**src/rtl/flash_stat_pkg.sv**
```systemverilog
package flash_stat_pkg;

   typedef enum logic [2:0] {
      OP_IDLE      = 3'd0,
      OP_PROG      = 3'd1,
      OP_ERASE     = 3'd2,
      OP_SUSP      = 3'd3,
      OP_SUSP_PROG = 3'd4
   } op_e;

   typedef enum logic [1:0] {
      RK_DATA,
      RK_PROG,
      RK_ERASE,
      RK_SUSP
   } rkind_e;

   localparam int POLL_BIT = 7;
   localparam int TOG_BIT  = 6;
   localparam int TOG2_BIT = 2;
   localparam int N_TOG    = 2;

   // Fixed array contents: word depends only on the address.
   function automatic logic [31:0] array_word(input logic [31:0] addr);
      logic [31:0] mix;
      mix = (addr * 32'd40503) ^ 32'h0000_3C5A;
      return {16'h0000, mix[15:0]};
   endfunction

   function automatic logic op_is_busy(input op_e op);
      return (op == OP_PROG) || (op == OP_ERASE) || (op == OP_SUSP_PROG);
   endfunction

endpackage

```
**src/rtl/fs_toggle_bit.sv**
```systemverilog
module fs_toggle_bit (
   input  logic clk_i,
   input  logic rst_ni,
   input  logic clr_i,
   input  logic flip_i,
   output logic cur_o
);

   logic q;

   // Value seen by a read in this cycle: a clear takes effect at once.
   assign cur_o = clr_i ? 1'b0 : q;

   always_ff @(posedge clk_i) begin
      if (!rst_ni) begin
         q <= 1'b0;
      end else if (flip_i) begin
         q <= ~cur_o;
      end else begin
         q <= cur_o;
      end
   end

   // a toggle that is neither flipped nor cleared keeps its state
   p_no_flip_hold_r4 : assert property (@(posedge clk_i) disable iff (!rst_ni)
      (!flip_i && !clr_i) |=> $stable(q));

   // a clear without a flip leaves the state at 0
   p_clear_zero_r10 : assert property (@(posedge clk_i) disable iff (!rst_ni)
      (clr_i && !flip_i) |=> (q == 1'b0));

endmodule

```
**src/rtl/fs_read_classify.sv**
```systemverilog
module fs_read_classify
   import flash_stat_pkg::*;
#(
   parameter int SECT_W = 4
) (
   input  op_e               op_i,
   input  logic              rd_bank_i,
   input  logic [SECT_W-1:0] rd_sect_i,
   input  logic              op_bank_i,
   input  logic [SECT_W-1:0] tgt_sect_i,
   output rkind_e            kind_o
);

   logic in_bank;
   logic in_sect;

   assign in_bank = (rd_bank_i == op_bank_i);
   assign in_sect = (rd_sect_i == tgt_sect_i);

   always_comb begin
      kind_o = RK_DATA;
      if (in_bank) begin
         unique case (op_i)
            OP_PROG, OP_SUSP_PROG: kind_o = RK_PROG;
            OP_ERASE:              kind_o = RK_ERASE;
            OP_SUSP:               kind_o = in_sect ? RK_SUSP : RK_DATA;
            default:               kind_o = RK_DATA;
         endcase
      end
   end

endmodule

```
**src/rtl/flash_status_mux.sv**
```systemverilog
module flash_status_mux
   import flash_stat_pkg::*;
#(
   parameter int ADDR_W  = 12,
   parameter int SECT_W  = 4,
   parameter int DATA_W  = 16,
   parameter bit REG_OUT = 1'b1
) (
   input  logic              clk_i,
   input  logic              rst_ni,
   input  logic              rd_i,
   input  logic [ADDR_W-1:0] rd_addr_i,
   input  logic [2:0]        op_i,
   input  logic              op_bank_i,
   input  logic [SECT_W-1:0] tgt_sect_i,
   input  logic              prog_msb_i,
   output logic [DATA_W-1:0] rdata_o,
   output logic              ready_o
);

   localparam int BANK_BIT = ADDR_W - 1;
   localparam int OFF_W    = ADDR_W - 1 - SECT_W;

   initial begin
      assert (OFF_W >= 0) else $error("flash_status_mux: ADDR_W too small for SECT_W");
      assert (DATA_W >= 8 && DATA_W <= 32) else $error("flash_status_mux: DATA_W out of range");
   end

   op_e               op_w;
   op_e               op_q;
   rkind_e            kind;
   logic              start;
   logic [N_TOG-1:0]  flip;
   logic [N_TOG-1:0]  tog;
   logic [31:0]       arr_full;
   logic [DATA_W-1:0] arr_word;
   logic [DATA_W-1:0] stat_word;
   logic [DATA_W-1:0] next_word;

   assign op_w = op_e'(op_i);

   // ---------------- operation-start detection ----------------
   always_ff @(posedge clk_i) begin
      if (!rst_ni) op_q <= OP_IDLE;
      else         op_q <= op_w;
   end

   assign start   = (op_w != op_q) && op_is_busy(op_w);
   assign ready_o = !op_is_busy(op_w);

   // ---------------- read classification ----------------
   fs_read_classify #(.SECT_W(SECT_W)) i_classify (
      .op_i       (op_w),
      .rd_bank_i  (rd_addr_i[BANK_BIT]),
      .rd_sect_i  (rd_addr_i[BANK_BIT-1 -: SECT_W]),
      .op_bank_i  (op_bank_i),
      .tgt_sect_i (tgt_sect_i),
      .kind_o     (kind)
   );

   // flip[0]: polled toggle; flip[1]: suspend-aware toggle
   assign flip[0] = rd_i && ((kind == RK_PROG) || (kind == RK_ERASE));
   assign flip[1] = rd_i && ((kind == RK_ERASE) || (kind == RK_SUSP));

   for (genvar t = 0; t < N_TOG; t++) begin : g_tog
      fs_toggle_bit i_tog (
         .clk_i  (clk_i),
         .rst_ni (rst_ni),
         .clr_i  (start),
         .flip_i (flip[t]),
         .cur_o  (tog[t])
      );
   end

   // ---------------- word assembly ----------------
   assign arr_full = array_word(32'(rd_addr_i));
   assign arr_word = arr_full[DATA_W-1:0];

   always_comb begin
      stat_word = '0;
      unique case (kind)
         RK_PROG: begin
            stat_word[POLL_BIT] = ~prog_msb_i;
            stat_word[TOG_BIT]  = tog[0];
            stat_word[TOG2_BIT] = tog[1];
         end
         RK_ERASE: begin
            stat_word[TOG_BIT]  = tog[0];
            stat_word[TOG2_BIT] = tog[1];
         end
         RK_SUSP: begin
            stat_word[POLL_BIT] = 1'b1;
            stat_word[TOG_BIT]  = 1'b1;
            stat_word[TOG2_BIT] = tog[1];
         end
         default: stat_word = '0;
      endcase
   end

   assign next_word = (kind == RK_DATA) ? arr_word : stat_word;

   // ---------------- output stage variant ----------------
   if (REG_OUT) begin : g_reg_out
      logic [DATA_W-1:0] rdata_q;

      always_ff @(posedge clk_i) begin
         if (!rst_ni)   rdata_q <= '0;
         else if (rd_i) rdata_q <= next_word;
      end
      assign rdata_o = rdata_q;

      // idle reads return the array word one clock later
      p_idle_data_r2 : assert property (@(posedge clk_i) disable iff (!rst_ni)
         (rd_i && op_w == OP_IDLE) |=>
            (rdata_o == DATA_W'(array_word(32'($past(rd_addr_i))))));

      // reads from the idle bank return array data
      p_idle_bank_data_r3 : assert property (@(posedge clk_i) disable iff (!rst_ni)
         (rd_i && rd_addr_i[BANK_BIT] != op_bank_i) |=>
            (rdata_o == DATA_W'(array_word(32'($past(rd_addr_i))))));

      // program data polling returns the complement of the written bit
      p_prog_poll_r4 : assert property (@(posedge clk_i) disable iff (!rst_ni)
         (rd_i && op_w == OP_PROG && rd_addr_i[BANK_BIT] == op_bank_i) |=>
            (rdata_o[POLL_BIT] == !$past(prog_msb_i)));

      // erase status polls 0
      p_erase_poll_r5 : assert property (@(posedge clk_i) disable iff (!rst_ni)
         (rd_i && op_w == OP_ERASE && rd_addr_i[BANK_BIT] == op_bank_i) |=>
            (rdata_o[POLL_BIT] == 1'b0));

      // suspended sector reads show both fixed bits high
      p_susp_fixed_r6 : assert property (@(posedge clk_i) disable iff (!rst_ni)
         (rd_i && op_w == OP_SUSP && rd_addr_i[BANK_BIT] == op_bank_i &&
          rd_addr_i[BANK_BIT-1 -: SECT_W] == tgt_sect_i) |=>
            (rdata_o[POLL_BIT] && rdata_o[TOG_BIT]));

      // upper byte of any status word is zero
      p_status_upper_zero_r11 : assert property (@(posedge clk_i) disable iff (!rst_ni)
         (rd_i && kind != RK_DATA) |=> (rdata_o[DATA_W-1:8] == '0));
   end else begin : g_comb_out
      assign rdata_o = next_word;
   end

   // ready drops in the cycle a busy operation code is applied
   p_busy_ready_r9 : assert property (@(posedge clk_i) disable iff (!rst_ni)
      (op_w == OP_ERASE) |-> !ready_o);

endmodule

```
**config.mk**
```make
export PLATFORM = sky130hd
export DESIGN_NAME = flash_status_mux
export DESIGN_NICKNAME = d
export VERILOG_FILES = /design/src/rtl/flash_stat_pkg.sv /design/src/rtl/fs_toggle_bit.sv /design/src/rtl/fs_read_classify.sv /design/src/rtl/flash_status_mux.sv
export SDC_FILE = /design/constraint.sdc
export NUM_CORES = 1
export LEC_CHECK = 0
export BUFFER_PORTS_ARGS = -buffer_cell sky130_fd_sc_hd__buf_2
export CAP_MARGIN = 15
export CORE_MARGIN = 10
export CORE_UTILIZATION = 64
export DETAILED_ROUTE_END_ITERATION = 8
export PLACE_DENSITY = 0.94
export SLEW_MARGIN = 15
export SYNTH_ARGS = -nofsm -noshare
export SYNTH_HDL_FRONTEND = slang
export SYNTH_HIERARCHICAL = 1
export SYNTH_SLANG_ARGS = --single-unit
export TNS_END_PERCENT = 30
```
**constraint.sdc**
```tcl
create_clock -name clk_i -period 9.75 [get_ports clk_i]
set_input_delay 2.925 -clock clk_i [delete_from_list [all_inputs] [get_ports clk_i]]
set_output_delay 2.925 -clock clk_i [all_outputs]
set_load 0.1 [all_outputs]
```
# Yosys cells after proc, flatten, opt, wreduce, memory -nomap -nowiden
# Cells that the tools add are included.
op_classes:
  bitwise: 4
  shifts: 0
  addsub: 0
  order_cmp: 0
  n_eq_ne: 10
  n_mux: 11
  div_mod_pow: 0
  mul: 1
  reduce_logical: 12
ops:
  columns: ["operator", "n"]
  rows:
  - ["$mul A12 B16 Y16 const B", 1]
  - ["$mux W16", 1]
  - ["$not A8 Y8", 1]
  - ["$eq A3 B2 Y1 const B", 2]
  - ["$pmux W2 S3", 1]
  - ["$mux W1", 5]
  - ["$eq A2 B2 Y1 const B", 2]
  - ["$eq A4 B4 Y1", 1]
  - ["$logic_or A1 B1 Y1", 4]
  - ["$mux W2", 2]
  - ["$pmux W1 S2", 2]
  - ["$reduce_or A2 Y1", 2]
  - ["$eq A3 B1 Y1 const B", 1]
  - ["$eq A3 B3 Y1 const B", 1]
  - ["$logic_and A1 B1 Y1", 3]
  - ["$ne A3 B3 Y1", 1]
  - ["$not A1 Y1", 3]
  - ["$reduce_or A3 Y1", 1]
  - ["$eq A2 B1 Y1 const B", 1]
  - ["$logic_not A2 Y1", 1]
  - ["$eq A1 B1 Y1", 1]
  - ["$logic_not A1 Y1", 1]
word_totals:
  ff_bits: 21
  output_inout_bits: 17
  input_bits: 24
  memories: 0
  latchBits: 0
  mem_bits_rw: 0
  elab_cells: 42
  mem_bits_ro: 0

# Depth between registers and ports, before layout
# Gate-level depths: netlist of the first run.
depth:
  word_depth: 8
  depth_mapped: 18
  depth_no_buf: 18

# By module
# The synthesis of the first run kept the hierarchy.
modules_own_cells:
  columns: ["module", "instances", "area_per_inst_um2", "seq_area_each_um2", "cells_per_inst"]
  rows:
  - ["flash_status_mux", 1, 2934.1, 380.4, 316]
  - ["fs_toggle_bit", 2, 53.8, 20.0, 5]
  - ["fs_read_classify", 1, 98.8, 0.0, 12]

# Worst setup path after synthesis of the first run
# OpenSTA, ideal clock, no wires.
synth_path:
  kind: "input to output"
  from: "input op_i[1]"
  to: "output ready_o"
  path_stages: 2
  required_time_ns: 6.825
  path_buffers: 0
  slack_ns: 1.654
  t_arrival_ns: 5.171
  cell_sequence: "xor2_1 o21ai_0"
synth_via:
  elab_chain_len: 4
  word_cells_on_any_way: 6
  cone_classes: "eq/ne (3); reduce/logical (3)"
synth_rtl:
  columns: ["item", "line_no", "rtl"]
  rows:
  - ["start: declaration", "flash_status_mux.sv:13", "input logic [2:0] op_i,"]
  - ["$eq A3 B1 Y1 / $eq A3 B2 Y1 (equally long branches)", "flash_stat_pkg.sv:31", "return (op == OP_PROG) || (op == OP_ERASE) || (op == OP_SUSP_PROG);"]
  - ["$logic_or A1 B1 Y1", "flash_stat_pkg.sv:31", null]
  - ["$logic_or A1 B1 Y1 *", "flash_stat_pkg.sv:31", null]
  - ["$logic_not A1 Y1 *", "flash_status_mux.sv:49", "assign ready_o = !op_is_busy(op_w);"]
  - ["end: declaration", "flash_status_mux.sv:18", "output logic ready_o"]
# Mark *: on every way between the ends. The rest lies on a longest branch, timed or not.

# Worst setup path in the final report of the first run
layout_path:
  from: "input rd_addr_i[9]"
  to: "register g_reg_out.rdata_q[14], in the netlist rdata_o[14]"
layout_via:
  elab_chain_len: 6
  word_cells_on_any_way: 7
  cone_classes: "mul (1); eq/ne (1); mux (4); reduce/logical (1)"
layout_rtl:
  columns: ["item", "line_no", "rtl"]
  rows:
  - ["start: declaration", "flash_status_mux.sv:12", "input logic [ADDR_W-1:0] rd_addr_i,"]
  - ["branches (longest 5 deep; another with $mul A12 B16 Y16)", null, null]
  - ["$mux W16 *", "flash_status_mux.sv:100", "assign next_word = (kind == RK_DATA) ? arr_word : stat_word;"]
  - ["end signal: assignment", "flash_status_mux.sv:108", "else if (rd_i) rdata_q <= next_word;"]
  - ["end: declaration", "flash_status_mux.sv:104", "logic [DATA_W-1:0] rdata_q;"]
# Every way passes the cells marked *.
# A chain may end at the register's enable or synchronous reset.

==> results by group, run 1 <==
Place
  – Placer congestion estimate: around 0.93
  – Final HPWL DP: between 5 and 6 mm
  – I/O Buffers: 40

Setup path
  – Critical path data arrival time: ~7 ns
  – CP max stage delay: approximately 0.55 ns
  – Cell family with most CP delay: adder cells
  – Critical path launch point type: input port
  – R2r endpoint: rdata_o[6]$_SDFFE_PN0P_
  – Buf/Inv on CP: 5
  – Worst reg2reg path startpoint: op_q[0]$_SDFF_PN0_
  – Setup Crit Path Kind: in2reg
  – Worst endpoint required time: about 9.9 ns
  – Cell mode on critical path: fa_1
  – R2R Setup Slk: around 8.0 ns
  – Crit end category: register
  – Slowest cell on crit path: fa_1
  – Crit-path cells: buf_2 -> fa_1 -> inv_1 -> fa_1 -> inv_1 -> fa_1 -> fa_1 -> inv_1 -> fa_1 -> inv_1 -> ha_1 -> o21a_1 -> and3_1 -> a21oi_1 -> xor2_1 -> o21ai_0
  – Reg2reg path depth: 9
  – Max FO, Critical Path: 5

Die
  – Die outline area: 8110 µm²
  – Std-Cell Core Area: approximately 4800 µm²
  – Die W: 90.1 µm
  – Row count: 25
  – DIE HEIGHT: approximately 90 µm
  – Initial Util: approximately two thirds
  – Io pins: between 40 and 50

Route
  – # DRC: 0
  – DR vias/cell: around 5.4
  – Drt pass-1 iters: 4
  – WL/cell: about 15 µm
  – WL final: roughly 6.6 mm
  – Routed vias: between 2000 and 2500
  – DR iter-0 viols: slightly below 100
  – Post-DRT Antenna Nets: 0

Synthesis
  – Syn_area_per_cell: just over 9 µm²
  – Number of synthesized register bits: 21
  – Mapped Area: about 3100 µm²
  – Yosys top cell by area: fa_1
  – Synth top area cells: fa_1 26%, ha_1 21%, dfxtp_1 13%
  – Most common cell in the netlist: inv_1
  – Synth top area share: 26.1%
  – Sequential area share after synthesis: ~13%
  – Post-synth cell types: 39
  – Post-synth ARST share: 0%
  – Post-synth EDFFs: 0
  – Syn_nets: around 460
  – Top FF cell, synth: dfxtp_1
  – Post-Syn Instances: around 340
  – Commonest cells in the netlist: 91 x inv_1, 52 x ha_1, 41 x fa_1, 22 x xnor2_1, 21 x dfxtp_1
  – Synth warnings: 6

STA
  – Slew HR: between 60 and 70%
  – Final Cycle Share: between 70% and 80%
  – Slew Limit Fails: 0
  – RSZ-0062 raised after global routing: false
  – Fin. Hold Viols: 0
  – Total negative slack: 0 ns
  – Slew @ Worst Pin: 0.491 ns
  – FMAX: approximately 150 MHz
  – Setup-failing EPs final: 0
  – Post-layout min period: slightly below 7 ns
  – Max Clock Skew: approximately 0.00058 ns
  – Hold WS: between 0.4 and 0.5 ns

Hold path
  – Startpoint of the worst hold path: rdata_o[12]$_SDFFE_PN0P_
  – Hold Path End: rdata_o[12]$_SDFFE_PN0P_
  – Hold path depth: 2
  – Hold WC Path Type: reg2reg

Finish
  – Nets: about 500
  – ANT cells: 0
  – Area grow syn2layout: 10.0%
  – Fraction of layout cells with a size suffix above 1: about an eighth

Clock network
  – Setup Fix Bufs, Post-CTS: 0
  – CTS clk-pin slew, worst paths: about 0.080 ns
  – Clk sink count: 21
  – Worst-Skew Late Latency: approximately 0.26 ns
  – CTS max path bufs: 2
  – H-tree levels: 1
  – CTS resizes: 0
  – CTS root buf: clkbuf_8
  – CTS tree: done
  – TritonCTS Buffers: 3
  – Cts hold-fix bufs: 0

Run status
  – Outcome: completed

Flow run
  – # Max-Cap Violations: 0

Global routing
  – Grt ovf: 0
  – Vias in the first global route: roughly 2600
  – Global-route wire length before repair: roughly 11 mm
  – Initial antenna violation count: 0
  – Largest net degree at the start of global routing: 21
  – GRT Util Overall: between 10% and 20%

Power and ir drop
  – Leak: 1.80 nW
  – Maximum VDD drop: between 0.00015 and 0.0002 V
  – Pwr per Cell Area: roughly 280 nW/µm²
==> final cells by class <==
class,count,area [µm²]
clock buffers,3,41.3
clock inverters,1,5.00
fillers,343,1300
inverters,91,342
multi-input cells,222,2360
flip-flops and latches,21,420
well taps,67,83.8
repair buffers,40,200
==> stage by stage <==
| step | utilization, % | total power, mW | setup WS (ns) | area [µm²] | std cells |
|---|---|---|---|---|---|
| floorplan | - | 0.749 | 1.65 | 3140 | 338 |
| global placement | 71.7 | 0.859 | 2.72 | 3410 | 441 |
| detailed placement | 71.7 | 0.897 | 2.61 | 3410 | 441 |
| CTS | 72.7 | 0.961 | 2.88 | 3460 | 445 |
| global route | 72.7 | 1.05 | 2.70 | 3460 | 445 |
| finish | 72.7 | 0.955 | 2.89 | 3460 | 445 |
==> sequential cells by signal, indices dropped and copies added, names as in the netlist <==
name           count
g_tog.i_tog/q      2
op_q               3
rdata_o           16
==> cells by family after synthesis <==
kind of cell | after synthesis | synth area share [%]
buf+inv | 95 | 11.4
simple gates | 43 | 8.37
flops | 21 | 13.4
xor+xnor | 27 | 7.77
compound gates | 56 | 11.3
fa+ha+maj | 93 | 46.9
mux | 3 | 0.956
==> per-layer routing <==
metal  vias up  share of wire [%]  track usage, %
li1       1149                  -               -
met1      1144                 41            18.2
met2        70                 51            30.9
met3        22                4.3            2.91
met4         0                3.7            7.43
met5         -                  0               0
==> report_power, final <==
part	switching (mW)	internal [mW]
Combinational	0.471	0.317
Clock	0.0290	0.0285
Sequential	0.00664	0.103
==> worst min-delay path, stage by stage, from the launching register on <==
cell and delay (ns):
dfxtp_1 0.31, nand2_1 0.05, o21ai_1 0.05
==> how the worst max path moves through the flow <==
stage               depth (start not counted)          from                  endpoint
finish                                     16  rd_addr_i[9]  rdata_o[14]$_SDFFE_PN0P_
global route                               16  rd_addr_i[9]  rdata_o[14]$_SDFFE_PN0P_
CTS                                        16  rd_addr_i[9]  rdata_o[14]$_SDFFE_PN0P_
detailed placement                         16  rd_addr_i[9]  rdata_o[14]$_SDFFE_PN0P_
global placement                           16  rd_addr_i[9]  rdata_o[14]$_SDFFE_PN0P_
floorplan                                   2       op_i[1]                   ready_o
==> cell usage in the layout (no fill, tap or decap), types with 4 or more instances in the layout <==
master and count:
o21bai_1 4, ha_1 52, dfxtp_1 21, xnor2_1 22, a21oi_1 9, o21ai_1 4, nand3_1 4, o21a_1 6
buf_2 40, xor2_1 4, and2_1 9, o22ai_1 7, nand2_1 10, o21ai_0 11, inv_1 91, fa_1 41
Power figures use the tool's default switching activity.
==> run 2: changes to the inputs <==
Settings changed: ABC_AREA from default to 1, CORE_UTILIZATION 64 to 55, PLACE_DENSITY 0.94 to 0.86.
Clock period 9.75 ns to 6 ns, I/O delays scaled along.
==> results by group, run 2 <==
Finish
  – Fraction of layout cells with a size suffix above 1: 15.7% (+3.0 points)
  – Most frequent cells in the layout: 122 x inv_1, 79 x nand2_1, 52 x ha_1
  – FILL cells: 510 (+49%)
  – Area grow syn2layout: 9.46%
  – Area of the multi-input gates: 2530 µm² (+7.0%)
  – Register area: 420 µm² (unchanged)
  – Max FFs per register: 16 (unchanged)
  – ANT cells: 0 (unchanged)
  – Nets: 608 (+23%)
  – Commonest non-fill, non-tap cell in the layout: inv_1

Place
  – Placer congestion estimate: 0.912 (-2.1%)
  – Post-place setup slack: -0.0197 ns (-2.63 ns)
  – Final HPWL DP: 6.57 mm (+12%)
  – I/O Buffers: 40 (unchanged)

Synthesis
  – Post-synth EDFFs: 0 (unchanged)
  – Yosys top cell by area: fa_1
  – Most common cell in the netlist: inv_1
  – Sequential area share after synthesis: 12.2% (-1.2 points)
  – Mapped Area: 3450 µm² (+9.9%)
  – Synth warnings: 6 (unchanged)
  – Number of synthesized register bits: 21 (unchanged)
  – Commonest cells in the netlist: 122 x inv_1, 79 x nand2_1, 52 x ha_1, 41 x fa_1, 24 x nor2_1
  – Syn_area_per_cell: 7.72 µm² (-17%)
  – Post-Syn Instances: 447 (+32%)
  – Post-synth ARST share: 0% (unchanged)
  – Post-synth cell types: 33 (-15%)
  – Synth top area cells: fa_1 24%, ha_1 19%, inv_1 13%
  – Syn_nets: 564 (+24%)
  – Synth top area share: 23.8% (-2.4 points)
  – Top FF cell, synth: dfxtp_1

Hold path
  – Hold WC Path Type: reg2reg

Global routing
  – Grt ovf: 0 (unchanged)
  – Global-route wire length before repair: 13.0 mm (+14%)
  – Most used routing layer: met2
  – Vias in the first global route: 3043 (+19%)
  – Initial antenna violation count: 0 (unchanged)
  – Met2 usage: 29.6% (-1.3 points)
  – Met1 global-route usage: 17.1% (-1.1 points)
  – GRT Util Overall: 15.5% (-1.2 points)
  – Largest net degree at the start of global routing: 15 (-29%)
  – GRT met3 Usage: 2.63% (-0.28 points)

STA
  – Slew HR: 67.5% (about the same)
  – Fin. Hold Viols: 0 (unchanged)
  – FMAX: between 150 and 200 MHz
  – Setup WS post-layout: 0.288 ns (-2.60 ns)
  – Post-layout min period: 5.71 ns
  – Max Clock Skew: 0.000984 ns (+0.000402 ns)
  – Slew @ Worst Pin: 0.491 ns (-0.0000138 ns)
  – Setup-failing EPs final: 0 (unchanged)
  – Final Cycle Share: between 90% and 100%
  – RSZ-0062 raised after global routing: false
  – Slew Limit Fails: 0 (unchanged)
  – Total negative slack: 0 ns (unchanged)

Die
  – Die W: 99.2 µm (+10%)
  – DIE HEIGHT: 99.2 µm (+10%)
  – Std-Cell Core Area: 5990 µm² (+26%)
  – Initial Util: 57.6% (-8.5 points)
  – Io pins: 41 (unchanged)
  – Row count: 28 (+12%)
  – Die outline area: 9840 µm² (+21%)

Setup path
  – Crit-path cells: buf_2 -> fa_1 -> inv_1 -> fa_1 -> inv_1 -> fa_1 -> fa_1 -> inv_1 -> fa_1 -> inv_1 -> ha_1 -> nand2_1 -> nor2_1 -> nand3_2 -> nand3_2 -> inv_1 -> nand2_1 -> nand3_2 -> a21oi_2
  – Critical Path End: rdata_o[15]$_SDFFE_PN0P_
  – Worst reg2reg path startpoint: op_q[1]$_SDFF_PN0_
  – Worst endpoint required time: 6.20 ns (-3.70 ns)
  – CP max stage delay: 0.56 ns (about the same)
  – Critical path launch point type: input port
  – Crit end category: register
  – R2R Setup Slk: 4.66 ns (-3.31 ns)
  – Buf/Inv on CP: 6 (+1)
  – Critical Path Stages: 19 (+3)
  – Critical path data arrival time: 5.92 ns (-1.09 ns)
  – Setup Crit Path Kind: in2reg
  – Slowest cell on crit path: fa_1
  – Beginning of the critical path: rd_addr_i[9]
  – Max FO, Critical Path: 5 (unchanged)
  – Reg2reg path depth: 7 (-2)
  – R2r endpoint: rdata_o[6]$_SDFFE_PN0P_
  – Cell family with most CP delay: adder cells

Route
  – DR iter-0 viols: 81 (-17%)
  – Drt pass-1 iters: 4 (unchanged)
  – DR vias/cell: 5.08 (-5.3%)
  – Routed vias: 2869 (+20%)
  – # DRC: 0 (unchanged)
  – WL/cell: 13.1 µm (-12%)
  – WL final: 7.41 mm (+12%)
  – Post-DRT Antenna Nets: 0 (unchanged)

Clock network
  – Cts hold-fix bufs: 0 (unchanged)
  – CTS tree: done
  – CTS root buf: clkbuf_8
  – CTS resizes: 0 (unchanged)
  – CTS max path bufs: 2 (unchanged)
  – Setup Fix Bufs, Post-CTS: 0 (unchanged)
  – CTS clk-pin slew, worst paths: 0.08 ns (about the same)
  – Clk sink count: 21 (unchanged)
  – Worst-Skew Late Latency: 0.26 ns (about the same)
  – TritonCTS Buffers: 3 (unchanged)
  – H-tree levels: 1 (unchanged)

Power and ir drop
  – Maximum VDD drop: 0.000333 V (+120%)
  – Pwr per Cell Area: 459 nW/µm² (+66%)
  – Leak: 2.14 nW (+19%)

Run status
  – Outcome: completed

Flow run
  – # Max-Cap Violations: 0 (unchanged)
-- run 2: cell types whose count changed in the layout (fill, tap and decap cells not counted), moves of 11 or more --
cell / previous run / this run
nand3_1: 4 / 19
nand2_1: 10 / 79
a21oi_1: 9 / 20
inv_1: 91 / 122
xnor2_1: 22 / 4
nor2_1: 2 / 24
-- run 2: final cells by class --
type / instances / area share [%]
timing repair buffer: 42 / 5.70
tap: 75 / 2.48
sequential: 21 / 11.1
multi-input combinational: 297 / 67.0
clock buffer: 4 / 1.19
inverter: 126 / 12.5
-- run 2: worst reg2reg max path: cells and delay by family, from the launching register on --
kind	cells	cell delay [ns]
AOI/OAI and AO/OA	4	0.65
DFF	1	0.31
and+or+nand+nor	2	0.15
xor gates and xnor gates	1	0.12
-- run 2: cell families (layout without fill, tap and decap cells) --
| logic type | count (synthesis) | count (layout) | synth area share (%) |
|---|---|---|---|
| DFF | 21 | 21 | 12.2 |
| buffers and inverters | 129 | 172 | 14.5 |
| AOI/OAI and AO/OA | 50 | 50 | 8.99 |
| and+or+nand+nor | 146 | 146 | 19.6 |
| muxes | 1 | 1 | 0.290 |
| adders and majority gates | 93 | 93 | 42.6 |
| xor gates and xnor gates | 7 | 7 | 1.78 |
-- run 2: routing by layer --
layer / vias to the layer above / part of all wire, % / wire, µm
li1: 1448 / - / -
met1: 1362 / 41 / 3060
met2: 49 / 53 / 3960
met3: 10 / 3.7 / 275
met4: 0 / 1.6 / 116
met5: - / 0 / 0
-- run 2: through the flow --
stage | cell area [µm²] | hold slack (ns) | utilization (%) | power [mW] | std cells
after global routing | 3780 | 0.489 | 63.1 | 1.93 | 565
final | 3780 | 0.462 | 63.1 | 1.73 | 565
after floorplan | 3450 | 0.500 | - | 1.34 | 447
after CTS | 3780 | 0.465 | 63.1 | 1.73 | 565
after global placement | 3730 | 0.450 | 62.3 | 1.59 | 561
after detailed placement | 3730 | 0.453 | 62.3 | 1.63 | 561
-- run 2: worst min-delay path by stage --
stage	start	endpoint	cells after the start
CTS	rdata_o[10]$_SDFFE_PN0P_	rdata_o[10]$_SDFFE_PN0P_	2
global route	rdata_o[5]$_SDFFE_PN0P_	rdata_o[5]$_SDFFE_PN0P_	2
floorplan	g_tog[0].i_tog/q$_SDFF_PN0_	g_tog[0].i_tog/q$_SDFF_PN0_	3
detailed placement	rdata_o[10]$_SDFFE_PN0P_	rdata_o[10]$_SDFFE_PN0P_	2
global placement	rdata_o[10]$_SDFFE_PN0P_	rdata_o[10]$_SDFFE_PN0P_	2
finish	rdata_o[10]$_SDFFE_PN0P_	rdata_o[10]$_SDFFE_PN0P_	2
-- run 2: report_power, final --
| part | internal (mW) | switching, mW |
|---|---|---|
| logic | 0.486 | 0.970 |
| registers | 0.168 | 0.0132 |
| clock network | 0.0474 | 0.0478 |
| total | 0.702 | 1.03 |
==> run 3: changes to the inputs <==
Settings changed: CELL_PAD_IN_SITES_DETAIL_PLACEMENT from default to 2, CELL_PAD_IN_SITES_GLOBAL_PLACEMENT from default to 2, CORE_MARGIN 10 to default, CORE_UTILIZATION 55 to 32, PLACE_DENSITY 0.86 to 0.85.
==> results by group, run 3 (synthesis gave the netlist of run 2 again) <==
STA
  – Setup-failing EPs final: 0 (unchanged)
  – Fin. Hold Viols: 0 (unchanged)
  – Slew HR: 66.3% (-1.1 points)
  – Setup WS post-layout: 0.255 ns (-0.0330 ns)
  – FMAX: 174 MHz (-0.57%)
  – RSZ-0062 raised after global routing: false
  – Slew @ Worst Pin: 0.509 ns (+0.0173 ns)
  – Final Cycle Share: 95.8% (+0.55 points)
  – Slew Limit Fails: 0 (unchanged)
  – Post-layout min period: 5.75 ns (+0.0330 ns)
  – Max Clock Skew: 0.000936 ns (-0.0000479 ns)

Die
  – Std-Cell Core Area: 10400 µm² (+73%)
  – Initial Util: 33.3% (-24 points)
  – Io pins: 41 (unchanged)
  – Row count: 37 (+32%)
  – DIE HEIGHT: 106 µm (+6.7%)
  – Die outline area: 11200 µm² (+14%)
  – Die W: 106 µm (+6.7%)

Power and ir drop
  – Power Total: 1.88 mW (+8.3%)
  – Leak: 2.15 nW (+0.51%)
  – Maximum VDD drop: 0.000188 V (-44%)
  – Pwr per Cell Area: 484 nW/µm² (+5.4%)

Clock network
  – Worst-Skew Late Latency: 0.26 ns (about the same)
  – Setup Fix Bufs, Post-CTS: 0 (unchanged)
  – CTS max path bufs: 2 (unchanged)
  – H-tree levels: 1 (unchanged)
  – Cts hold-fix bufs: 0 (unchanged)
  – TritonCTS Buffers: 3 (unchanged)
  – CTS tree: done
  – CTS clk-pin slew, worst paths: 0.08 ns (about the same)
  – CTS root buf: clkbuf_8
  – Clk sink count: 21 (unchanged)

Setup path
  – Crit end category: register
  – Worst endpoint required time: 6.21 ns (about the same)
  – Crit-path cells: buf_2 -> fa_1 -> inv_1 -> fa_1 -> inv_1 -> fa_1 -> fa_1 -> inv_1 -> fa_1 -> inv_1 -> ha_4 -> nand2_1 -> nor2_1 -> nand2_1 -> nand3_2 -> inv_1 -> nand2_1 -> nand3_2 -> a21oi_2
  – Critical path launch point type: input port
  – Setup Crit Path Kind: in2reg
  – Slowest cell on crit path: fa_1
  – Critical path data arrival time: 5.95 ns (+0.03 ns)
  – Max FO, Critical Path: 5 (unchanged)
  – CP max stage delay: 0.57 ns (about the same)

Place
  – Final HPWL DP: 9.18 mm (+40%)
  – Placer congestion estimate: 0.821 (-10%)
  – I/O Buffers: 40 (unchanged)
  – Placed Area: 3820 µm² (+2.4%)
  – Post-place setup slack: -0.167 ns (-0.147 ns)

Global routing
  – Global-route wire length before repair: 17.1 mm (+32%)
  – GRT Util Overall: 19.7% (+4.2 points)
  – Initial antenna violation count: 0 (unchanged)
  – Largest net degree at the start of global routing: 15 (unchanged)
  – Grt ovf: 0 (unchanged)
  – Vias in the first global route: 3484 (+14%)

Route
  – Drt pass-1 iters: 4 (unchanged)
  – WL/cell: 16.6 µm (+26%)
  – DR iter-0 viols: 60 (-26%)
  – Routed vias: 3010 (+4.9%)
  – DR vias/cell: 4.79 (-5.6%)
  – # DRC: 0 (unchanged)
  – WL final: 10.4 mm (+40%)
  – Post-DRT Antenna Nets: 0 (unchanged)

Finish
  – Max FFs per register: 16 (unchanged)
  – Fraction of layout cells with a size suffix above 1: 16.5% (+0.75 points)
  – Most frequent cells in the layout: 122 x inv_1, 79 x nand2_1, 51 x ha_1
  – Area grow syn2layout: 12.5%
  – ANT cells: 0 (unchanged)
  – Design Area, Final: 3880 µm² (+2.8%)
  – FILL cells: 1247 (+140%)
  – Commonest non-fill, non-tap cell in the layout: inv_1
  – Nets: 610 (+0.33%)

Run status
  – Outcome: completed

Flow run
  – # Max-Cap Violations: 0 (unchanged)

Hold path
  – Hold WC Path Type: reg2reg
[run 3: cell count changes in the layout (fill, tap and decap cells not counted)]
cell      change
buf_4         +2
clkbuf_1      -1
clkinv_2      +1
ha_1          -1
ha_4          +1
[run 3: path summary, 6_finish.rpt]
path                                  from  depth (start not counted)                        to  slack, ns
setup / recovery              rd_addr_i[9]                         19  rdata_o[15]$_SDFFE_PN0P_       0.25
hold / removal    rdata_o[14]$_SDFFE_PN0P_                          2  rdata_o[14]$_SDFFE_PN0P_       0.47
setup reg to reg        op_q[1]$_SDFF_PN0_                          7   rdata_o[6]$_SDFFE_PN0P_       4.64
hold reg to reg   rdata_o[14]$_SDFFE_PN0P_                          2  rdata_o[14]$_SDFFE_PN0P_       0.47
[run 3: metrics by stage]
step,hold WS [ns],utilization (%),instances,setup TNS [ns]
after floorplan,0.500,-,447,0
after global placement,0.455,36.9,624,0
after detailed placement,0.459,36.9,624,-0.525
after CTS,0.472,37.3,628,0
after global routing,0.500,37.4,628,0
final,0.466,37.4,628,0
[run 3: worst max-delay path: cells and delay by family]
family	cells	cell delay, ns
AO/OA/AOI/OAI	1	0.11
AND/OR/NAND/NOR	6	0.62
buffers and inverters	6	0.45
adder cells (fa/ha/maj)	6	2.98
[run 3: what timing repair did]
item / CTS / global route
setup endpoints to repair: 0 / 3
endpoints found under the hold margin: 0 / 0
gates resized for setup: 0 / 2
[run 3: cell type report]
cell class | instances | area (µm²) | share of cell area (%)
inverter | 126 | 473 | 12.2
multi-input combinational | 297 | 2540 | 65.5
sequential | 21 | 420 | 10.8
timing repair buffer | 44 | 230 | 5.93
tap | 136 | 170 | 4.38
clock buffer | 3 | 41.3 | 1.06
clock inverter | 1 | 5.00 | 0.129
[run 3: routing by layer]
layer | GRT usage [%] | vias up | wire (µm) | part of all wire, %
met4 | 3.87 | 0 | 164 | 1.6
met5 | 0 | - | 0 | 0
met1 | 21.0 | 1504 | 4100 | 39
met3 | 2.23 | 14 | 214 | 2.1
met2 | 40.8 | 43 | 5920 | 57
li1 | - | 1449 | - | -
[run 3: power by group]
group          internal, mW  switching [mW]  total, mW  leakage, nW
Sequential            0.168          0.0134      0.182        0.173
Combinational         0.518            1.08       1.60         1.96
Clock                0.0464          0.0510     0.0974       0.0255
